`src/rtl/pcmf_pkg.sv`:
```
package pcmf_pkg;
  typedef enum logic [2:0] {
    A_CTRL  = 3'd0,
    A_DATA  = 3'd1,
    A_LVLS  = 3'd2,
    A_IEN   = 3'd3,
    A_IFLG  = 3'd4
  } reg_addr_e;

  // Level mark selected by a 2-bit threshold code
  function automatic int mark_for(input logic [1:0] code, input int depth);
    case (code)
      2'd0:    return 1;
      2'd1:    return depth / 4;
      2'd2:    return (3 * depth) / 4;
      default: return depth;
    endcase
  endfunction

  function automatic logic below(input int level, input logic [6:0] lim);
    return level < int'(lim);
  endfunction

  function automatic logic above(input int level, input logic [6:0] lim);
    return level > int'(lim);
  endfunction
endpackage

```
`src/rtl/pcmf_ring.sv`:
```
module pcmf_ring #(
  parameter int W     = 32,
  parameter int DEPTH = 64,
  localparam int AW   = $clog2(DEPTH),
  localparam int LW   = AW + 1
) (
  input  logic          clk,
  input  logic          rst_n,
  input  logic          push,
  input  logic          pop,
  input  logic          flush,
  input  logic [W-1:0]  din,
  output logic [W-1:0]  head,
  output logic [LW-1:0] level,
  output logic          empty,
  output logic          full,
  output logic          push_ok,
  output logic          pop_ok
);
  logic [W-1:0]  mem [DEPTH];
  logic [AW:0]   wp, rp;

  assign level   = wp - rp;
  assign empty   = (level == '0);
  assign full    = (level == LW'(DEPTH));
  assign push_ok = push && !full;
  assign pop_ok  = pop && !empty;
  assign head    = mem[rp[AW-1:0]];

  always_ff @(posedge clk) begin
    if (push_ok) mem[wp[AW-1:0]] <= din;
  end

  always_ff @(posedge clk) begin
    if (!rst_n || flush) begin
      wp <= '0;
      rp <= '0;
    end else begin
      if (push_ok) wp <= wp + 1'b1;
      if (pop_ok)  rp <= rp + 1'b1;
    end
  end

  assert_level_bound_R3: assert property (@(posedge clk) disable iff (!rst_n)
    int'(level) <= DEPTH);
  assert_flush_empties_R10: assert property (@(posedge clk) disable iff (!rst_n)
    flush |=> empty);
  assert_full_keeps_R5: assert property (@(posedge clk) disable iff (!rst_n)
    (full && push && !pop && !flush) |=> full && $stable(level));
endmodule

```
`src/rtl/pcmf_clear_timer.sv`:
```
module pcmf_clear_timer #(
  parameter int TICKS = 2,
  localparam int CW   = $clog2(TICKS + 1)
) (
  input  logic clk,
  input  logic rst_n,
  input  logic start,
  input  logic tick,
  output logic done
);
  logic [CW-1:0] cnt;

  assign done = tick && (cnt == CW'(1)) && !start;

  always_ff @(posedge clk) begin
    if (!rst_n)                 cnt <= '0;
    else if (start)             cnt <= CW'(TICKS);
    else if (tick && cnt != '0) cnt <= cnt - 1'b1;
  end

  assert_done_on_tick_R10: assert property (@(posedge clk) disable iff (!rst_n)
    done |-> tick);
  assert_start_arms_R10: assert property (@(posedge clk) disable iff (!rst_n)
    start |=> !done);
endmodule

```
`src/rtl/pcm_fifo_dreq.sv`:
```
module pcm_fifo_dreq #(
  parameter int W     = 32,
  parameter int DEPTH = 64,
  parameter int CLR_TICKS = 2
) (
  input  logic         clk,
  input  logic         rst_n,
  input  logic         reg_wr,
  input  logic         reg_rd,
  input  logic [2:0]   reg_addr,
  input  logic [31:0]  reg_wdata,
  output logic [31:0]  reg_rdata,
  input  logic         bit_tick,
  input  logic         tx_pop,
  output logic [W-1:0] tx_word,
  input  logic         rx_push,
  input  logic [W-1:0] rx_word,
  output logic         tx_dreq,
  output logic         rx_dreq,
  output logic         tx_panic,
  output logic         rx_panic,
  output logic         irq
);
  import pcmf_pkg::*;
  localparam int LW = $clog2(DEPTH) + 1;

  // configuration state
  logic [1:0] tx_thr, rx_thr;
  logic       dma_en;
  logic [6:0] rx_req_lvl, tx_req_lvl, rx_pan_lvl, tx_pan_lvl;
  logic [3:0] ien, iflg_lat;
  logic       tx_err, rx_err;

  // decoded bus events
  logic wr_ctrl, wr_data, wr_lvls, wr_ien, wr_iflg, rd_data;
  assign wr_ctrl = reg_wr && reg_addr == A_CTRL;
  assign wr_data = reg_wr && reg_addr == A_DATA;
  assign wr_lvls = reg_wr && reg_addr == A_LVLS;
  assign wr_ien  = reg_wr && reg_addr == A_IEN;
  assign wr_iflg = reg_wr && reg_addr == A_IFLG;
  assign rd_data = reg_rd && reg_addr == A_DATA;

  // queue signals, index 0 = transmit, 1 = receive
  logic [W-1:0]  q_din  [2];
  logic [W-1:0]  q_head [2];
  logic [LW-1:0] q_lvl  [2];
  logic [1:0] q_push, q_pop, q_flush, q_empty, q_full, q_push_ok, q_pop_ok;
  logic [1:0] clr_start;

  assign q_din[0]  = reg_wdata[W-1:0];
  assign q_din[1]  = rx_word;
  assign q_push    = {rx_push, wr_data};
  assign q_pop     = {rd_data, tx_pop};
  assign clr_start = {wr_ctrl && reg_wdata[4], wr_ctrl && reg_wdata[3]};

  for (genvar g = 0; g < 2; g++) begin : g_dir
    pcmf_ring #(.W(W), .DEPTH(DEPTH)) u_ring (
      .clk(clk), .rst_n(rst_n),
      .push(q_push[g]), .pop(q_pop[g]), .flush(q_flush[g]),
      .din(q_din[g]), .head(q_head[g]), .level(q_lvl[g]),
      .empty(q_empty[g]), .full(q_full[g]),
      .push_ok(q_push_ok[g]), .pop_ok(q_pop_ok[g])
    );
    pcmf_clear_timer #(.TICKS(CLR_TICKS)) u_clr (
      .clk(clk), .rst_n(rst_n), .start(clr_start[g]),
      .tick(bit_tick), .done(q_flush[g])
    );
  end

  // named events for checking
  logic tx_underflow, rx_overflow, tx_err_clr, rx_err_clr;
  assign tx_underflow = tx_pop && q_empty[0];
  assign rx_overflow  = rx_push && q_full[1];
  assign tx_err_clr   = (wr_ctrl && reg_wdata[15]) || (wr_iflg && reg_wdata[2]);
  assign rx_err_clr   = (wr_ctrl && reg_wdata[16]) || (wr_iflg && reg_wdata[3]);

  // threshold flags
  logic tx_need, rx_need;
  assign tx_need = int'(q_lvl[0]) <  mark_for(tx_thr, DEPTH);
  assign rx_need = int'(q_lvl[1]) >= mark_for(rx_thr, DEPTH);

  // DMA requests
  assign tx_dreq  = dma_en && below(int'(q_lvl[0]), tx_req_lvl);
  assign tx_panic = dma_en && below(int'(q_lvl[0]), tx_pan_lvl);
  assign rx_dreq  = dma_en && above(int'(q_lvl[1]), rx_req_lvl);
  assign rx_panic = dma_en && above(int'(q_lvl[1]), rx_pan_lvl);

  logic [3:0] iflg;
  assign iflg = {rx_err, tx_err, iflg_lat[1:0]};
  assign irq  = |(iflg & ien);

  logic [31:0] ctrl_view;
  always_comb begin
    ctrl_view        = '0;
    ctrl_view[6:5]   = tx_thr;
    ctrl_view[8:7]   = rx_thr;
    ctrl_view[9]     = dma_en;
    ctrl_view[15]    = tx_err;
    ctrl_view[16]    = rx_err;
    ctrl_view[17]    = tx_need;
    ctrl_view[18]    = rx_need;
    ctrl_view[19]    = !q_full[0];
    ctrl_view[20]    = !q_empty[1];
    ctrl_view[21]    = q_empty[0];
    ctrl_view[22]    = q_full[1];
  end

  always_ff @(posedge clk) begin
    if (!rst_n) begin
      tx_thr <= '0; rx_thr <= '0; dma_en <= 1'b0;
      rx_req_lvl <= '0; tx_req_lvl <= '0; rx_pan_lvl <= '0; tx_pan_lvl <= '0;
      ien <= '0; iflg_lat <= '0;
      tx_err <= 1'b0; rx_err <= 1'b0;
      tx_word <= '0; reg_rdata <= '0;
    end else begin
      if (wr_ctrl) begin
        tx_thr <= reg_wdata[6:5];
        rx_thr <= reg_wdata[8:7];
        dma_en <= reg_wdata[9];
      end
      if (wr_lvls) begin
        rx_req_lvl <= reg_wdata[6:0];
        tx_req_lvl <= reg_wdata[14:8];
        rx_pan_lvl <= reg_wdata[22:16];
        tx_pan_lvl <= reg_wdata[30:24];
      end
      if (wr_ien) ien <= reg_wdata[3:0];

      if (tx_underflow)    tx_err <= 1'b1;
      else if (tx_err_clr) tx_err <= 1'b0;
      if (rx_overflow)     rx_err <= 1'b1;
      else if (rx_err_clr) rx_err <= 1'b0;

      iflg_lat[0] <= tx_need || (iflg_lat[0] && !(wr_iflg && reg_wdata[0]));
      iflg_lat[1] <= rx_need || (iflg_lat[1] && !(wr_iflg && reg_wdata[1]));

      if (tx_pop) tx_word <= q_empty[0] ? '0 : q_head[0];

      if (reg_rd) begin
        case (reg_addr)
          A_CTRL:  reg_rdata <= ctrl_view;
          A_DATA:  reg_rdata <= q_empty[1] ? '0 : 32'(q_head[1]);
          A_LVLS:  reg_rdata <= {1'b0, tx_pan_lvl, 1'b0, rx_pan_lvl,
                                 1'b0, tx_req_lvl, 1'b0, rx_req_lvl};
          A_IEN:   reg_rdata <= {28'b0, ien};
          A_IFLG:  reg_rdata <= {28'b0, iflg};
          default: reg_rdata <= '0;
        endcase
      end
    end
  end

  assert_underflow_zero_R4: assert property (@(posedge clk) disable iff (!rst_n)
    tx_underflow |=> (tx_word == '0) && tx_err);
  assert_tx_err_sticky_R4: assert property (@(posedge clk) disable iff (!rst_n)
    (tx_err && !tx_err_clr) |=> tx_err);
  assert_rx_err_sticky_R5: assert property (@(posedge clk) disable iff (!rst_n)
    (rx_err && !rx_err_clr) |=> rx_err);
  assert_overflow_flag_R5: assert property (@(posedge clk) disable iff (!rst_n)
    rx_overflow |=> rx_err);
  assert_dma_gate_R8: assert property (@(posedge clk) disable iff (!rst_n)
    !dma_en |-> !(tx_dreq || rx_dreq || tx_panic || rx_panic));
  assert_empty_read_keeps_R12: assert property (@(posedge clk) disable iff (!rst_n)
    (rd_data && q_empty[1] && !rx_push) |=> q_empty[1]);
endmodule

```
`config.mk`:
```
export PLATFORM = sky130hd
export DESIGN_NAME = pcm_fifo_dreq
export DESIGN_NICKNAME = d
export VERILOG_FILES = /design/src/rtl/pcmf_pkg.sv /design/src/rtl/pcmf_ring.sv /design/src/rtl/pcmf_clear_timer.sv /design/src/rtl/pcm_fifo_dreq.sv
export SDC_FILE = /design/constraint.sdc
export NUM_CORES = 2
export LEC_CHECK = 0
export ABC_AREA = 1
export CORE_UTILIZATION = 45
export CTS_CLUSTER_DIAMETER = 200
export CTS_CLUSTER_SIZE = 25
export DETAILED_ROUTE_END_ITERATION = 6
export DONT_BUFFER_PORTS = 1
export SYNTH_ARGS = -nofsm -noshare
export SYNTH_HDL_FRONTEND = slang
export SYNTH_HIERARCHICAL = 1
export SYNTH_SLANG_ARGS = --single-unit
```
`constraint.sdc`:
```
create_clock -name clk -period 5.65 [get_ports clk]
set_clock_uncertainty 0.2 [all_clocks]
set_input_delay 1.13 -clock clk [delete_from_list [all_inputs] [get_ports clk]]
set_output_delay 1.13 -clock clk [all_outputs]
set_load 0.05 [all_outputs]
```
### After elaboration in Yosys (flattened, before gate mapping)

Memories as Yosys holds them, arrays and structs flattened. A register that Yosys moved wholly into a read port is not among the register bits.
Index checks and enable logic that the tools add are counted.

| storage, ports and cells | value |
|---|---|
| flip-flop bits (word level) | 137 |
| bits in writable memories | 4096 |
| output and inout bits | 69 |
| memories kept | 2 |

Memory list:

| memory | words | bits a word | read ports | clocked after Yosys merged registers in | wr ports | RTL line | RTL |
|---|---|---|---|---|---|---|---|
| g_dir[0].u_ring.mem | 64 | 32 | 1 | 1 | 1 | pcmf_ring.sv:20 | `logic [W-1:0] mem [DEPTH];` |
| g_dir[1].u_ring.mem | 64 | 32 | 1 | 1 | 1 | pcmf_ring.sv:20 |  |

| operators by class | value |
|---|---|
| add/sub/neg operators | 8 |
| magnitude comparators | 6 |
| equality and inequality tests | 12 |
| muxes and demuxes | 21 |
| bitwise logic cells | 2 |
| reduce and logical (&&, ||, !) cells | 61 |

Operators by type and width:

| kind | number |
|---|---|
| one-hot mux 32 bit (5 select lines) | 1 |
| two-way mux 32 bit | 2 |
| one-hot mux 7 bit (3 select lines) | 2 |
| greater-or-equal comparator 8 x 32 -> 1 bit | 1 |
| logical AND 1 bit | 32 |
| less-than comparator 8 x 32 -> 1 bit | 1 |
| adder 7 x 1 -> 7 bit, second input constant | 4 |
| two-way mux 6 bit | 4 |
| equality test 7 bit, second input constant | 2 |
| > comparator 7 bit | 2 |
| zero test 7 bit | 2 |
| less-than comparator 7 bit | 2 |
| subtractor 7 bit | 2 |
| nonzero test 2 bit | 6 |
| zero test 1 bit | 9 |
| equality test 2 x 1 -> 1 bit, second input constant | 4 |
| two-way mux 1 bit | 8 |
| two-way mux 2 bit | 4 |
| equality test 3 x 2 -> 1 bit, second input constant | 2 |
| logical OR 1 bit | 6 |
| AND 4 bit | 1 |
| equality test 2 bit, second input constant | 2 |
| zero test 2 bit | 2 |
| OR reduction 2 bit | 2 |
| 6 further kinds | 7 |

### Logic depth before layout (Yosys ltp)

| depth | value |
|---|---|
| word-level depth | 7 |
| mapped depth | 20 |
| mapped depth without buffers | 19 |

### Hierarchy

The synthesis kept the hierarchy.

By module, submodules not included:

| module | instances | cells each | area an instance (um2) | seq. area each (um2) |
|---|---|---|---|---|
| pcmf_ring at g_dir[1].u_ring | 1 | 6872 | 83616.4 | 61899.4 |
| pcmf_ring at g_dir[0].u_ring | 1 | 6873 | 83349.9 | 61899.4 |
| pcm_fifo_dreq | 1 | 717 | 5202.5 | 2102.0 |
| pcmf_clear_timer | 2 | 21 | 133.9 | 40.0 |

### Worst setup path after synthesis

OpenSTA, ideal clock, no wires.

| path | value |
|---|---|
| path type | register to register |
| start | register g_dir[1].u_ring.wp[0] |
| end | memory g_dir[1].u_ring.mem[31][0], enable pin |
| setup time | 461 ps |
| data arrival time | 4034 ps |
| required time | 4989 ps |
| path slack | 955 ps |
| cell stages (with the launch flop) | 14 |
| path buffers | 0 |
| period minus slack after synthesis | 4695 ps |
| path through | dfxtp_1 inv_1 ha_1 inv_1 fa_1 nand2_1 clkinv_1 nor2_1 nor2_1 nand3_1 nor2_4 nand3_4 nand2_2 nor3_1 |

RTL lines:

| element | RTL line | RTL |
|---|---|---|
| start, declared | pcmf_ring.sv:21 | `logic [AW:0] wp, rp;` |
| start signal, assigned | pcmf_ring.sv:39 | `if (push_ok) wp <= wp + 1'b1;` |
| end, declared | pcmf_ring.sv:20 |  |

==> summary.md <==
| Metric | Value |
|---|---|
| Status | `complete, no violations` |
| Slew Limit Fails | `0` |
| WL/cell | `25.0 µm` |
| CTS Buffer Depth | `4` |
| Power Dens Cells | `about 300 mW/mm²` |
| Pre-antenna DRT Iters | `6` |
| M1 wire length | `approximately 200000 µm` |
| Starting density of the core | `0.454` |
| Min Clock Period, post-route | `5400 ps` |
| Post-CTS Resized | `0` |
| GRT Overall Usage | `0.241` |
| FMAX | `~190 MHz` |
| Row Count | `about 230` |
| Final Cycle Share | `0.956` |
| Worst vdd ir | `between 0.3 and 0.4 mV` |
| Post-synth design cell area | `0.172 mm²` |
| Synth warnings | `6` |
| Vias in the first global route | `around 100k` |
| Final net count | `approximately 14000` |
| Relative slew slack | `0.142` |
| Worst-margin pin slew | `about 1300 ps` |
| Starting DRT DRC Count | `around 12000` |
| RSZ-0062 raised after global routing | `false` |
| Multi-input gate area | `roughly 0.041 mm²` |
| Req. time, crit path | `roughly 4300 ps` |
| Hold depth | `0` |
| Area grow syn2layout | `6.02%` |
| Core ar. | `roughly 0.38 mm²` |
| Startpoint types | `register` |
| R2R cell count | `16` |
| Post-route ant nets | `0` |
| Setup slack, reg-to-reg | `1280 ps` |
| Initial antenna violation count | `10` |
| Die width | `around 620 µm` |
| Final setup vio count | `0` |
| Top routing layer in use | `met5` |
| Pin count of the biggest net entering global routing | `207` |
| I/O Pins | `approximately 140` |
| RR Startpoint | `g_dir[0].u_ring/wp[0]` |
| Setup TNS | `0 ps` |
| Setup crit end kind | `primary output` |
| H-Tree Depth | `4` |
| Hold EP | `g_dir[1].u_ring/mem[1][23]` |
| Post-DP HPWL | `around 280000 µm` |
| Worst R2R End | `g_dir[0].u_ring/mem[28][15]` |
| Register area | `roughly 0.13 mm²` |
| Hold Fails Final Rpt | `0` |
| Maxcap violations | `0` |
| Max FO, Critical Path | `8` |
| DRC | `0` |
| Layout cells sized above 1 | `0.0484` |
| Grt total ovfl | `0` |
| First-pass GRT wire length | `around 700000 µm` |
| Final WL | `around 480000 µm` |
| DIE AREA | `~0.39 mm²` |
| Static leakage | `61.7 nW` |
| Clk sinks | `about 4200` |
| Root buffer cell | `clkbuf_16` |
| Final RePlAce weighted congestion | `about 0.84` |
| Post-synth net total | `around 15000` |
| Die Height | `~620 µm` |
| Min-delay worst type | `in2reg` |
| Syn Inst Count | `approximately 15000` |
| Critical path class | `reg2out` |
| Vias | `109000` |
| Total CTS buffers | `191` |
| Hold_sp | `rx_word[23]` |
| Met2 Routed Length | `about 240000 µm` |
| Met3 wire len | `32700 µm` |
| Port Buffers | `0` |
| CTS clk-pin slew, worst paths | `around 100 ps` |
| Later-pin clock latency in the skew report | `approximately 970 ps` |
| CTS tree | `yes` |
| Total power | `between 50 and 60 mW` |
| DR vias/cell | `5.69` |
| Fillers | `33600` |
| WP data arrival | `a little over 4000 ps` |
| Syn_area_per_cell | `11.9 µm²` |
## layout make-up
cell class,count,area share
inverter,238,0.00524
clock inverter,12,0.000753
multi-input combinational,9080,0.227
tap,5016,0.0343
antenna,6,0.0000821
clock buffer,271,0.0278
timing repair buffer,280,0.0154
sequential,4245,0.689
## worst max path at each step
stage / start / cells past startpoint / endpoint / slack, ps
5_1_grt: g_dir[1].u_ring/wp[0] / 15 / rx_dreq / 40
6_report: g_dir[1].u_ring/wp[0] / 15 / rx_dreq / 250
2_1_floorplan: g_dir[1].u_ring/wp[0] / 13 / g_dir[1].u_ring/mem[31][0] / 960
3_3_place_gp: reg_addr[0] / 9 / g_dir[0].u_ring/mem[55][0] / 1110
3_5_place_dp: reg_addr[0] / 9 / g_dir[0].u_ring/mem[55][0] / 1070
4_1_cts: g_dir[1].u_ring/wp[0] / 15 / rx_dreq / 160
## layout by cell type, fill, tap and decap left out, types with 105 or more instances in the layout
master     count
inv_1        214
nor2_1       105
a21oi_1      214
dfxtp_1      137
nand2_1     4333
buf_4        220
nand3_1     3975
edfxtp_1    4096
nor2_4       126
clkbuf_16    191
o21ai_0      119
## timing repair
item,CTS,global route
hold endpoints to repair,4,0
setup buffers,0,0
hold buffers,3,0
## power breakdown
part           switching [mW]  leakage, nW  internal (mW)
clock                    9.61         2.51           6.33
sequential              0.227         38.0           34.5
combinational            3.00         21.1           1.18
## stage by stage
stage                     utilization  hold slack [ps]  instances  cell area, µm²  setup slack (ps)
after CTS                       0.481             1.08      19100          183000               160
after global routing            0.481             24.5      19100          183000              41.2
after floorplan                     -              239      14500          172000               955
after detailed placement        0.467              263      18900          178000              1070
final                           0.481             65.0      19100          183000               247
after global placement          0.467              255      18900          178000              1110
## critical path, cell delays in order, from the launching register on
cell and delay [ps]:
dfxtp_1 390, inv_1 180, ha_1 170, inv_1 70, fa_1 450, nand3_1 150, nand3_1 100, nand2_1 70
nand2_1 170, ha_1 350, nand2_1 70, inv_1 70, nand4_1 110, a21oi_2 330, buf_4 250, buf_4 220
## layer usage
metal  global-route usage  up-vias
met5                    0        -
met2                0.411     4021
met4               0.0727        2
li1                     -    50300
met3               0.0286      637
met1                0.325    54100
## registers in the layout, indices dropped and copies added, names as in the netlist, named ones only
name              count
dma_en                1
g_dir.u_clr/cnt       4
g_dir.u_ring/mem   4096
g_dir.u_ring/rp      14
g_dir.u_ring/wp      14
ien                   4
iflg_lat              2
reg_rdata            32
rx_err                1
rx_pan_lvl            7
rx_req_lvl            7
rx_thr                2
tx_err                1
tx_pan_lvl            7
tx_req_lvl            7
tx_thr                2
tx_word              32
Note: power is estimated with default switching activity, not from simulation.
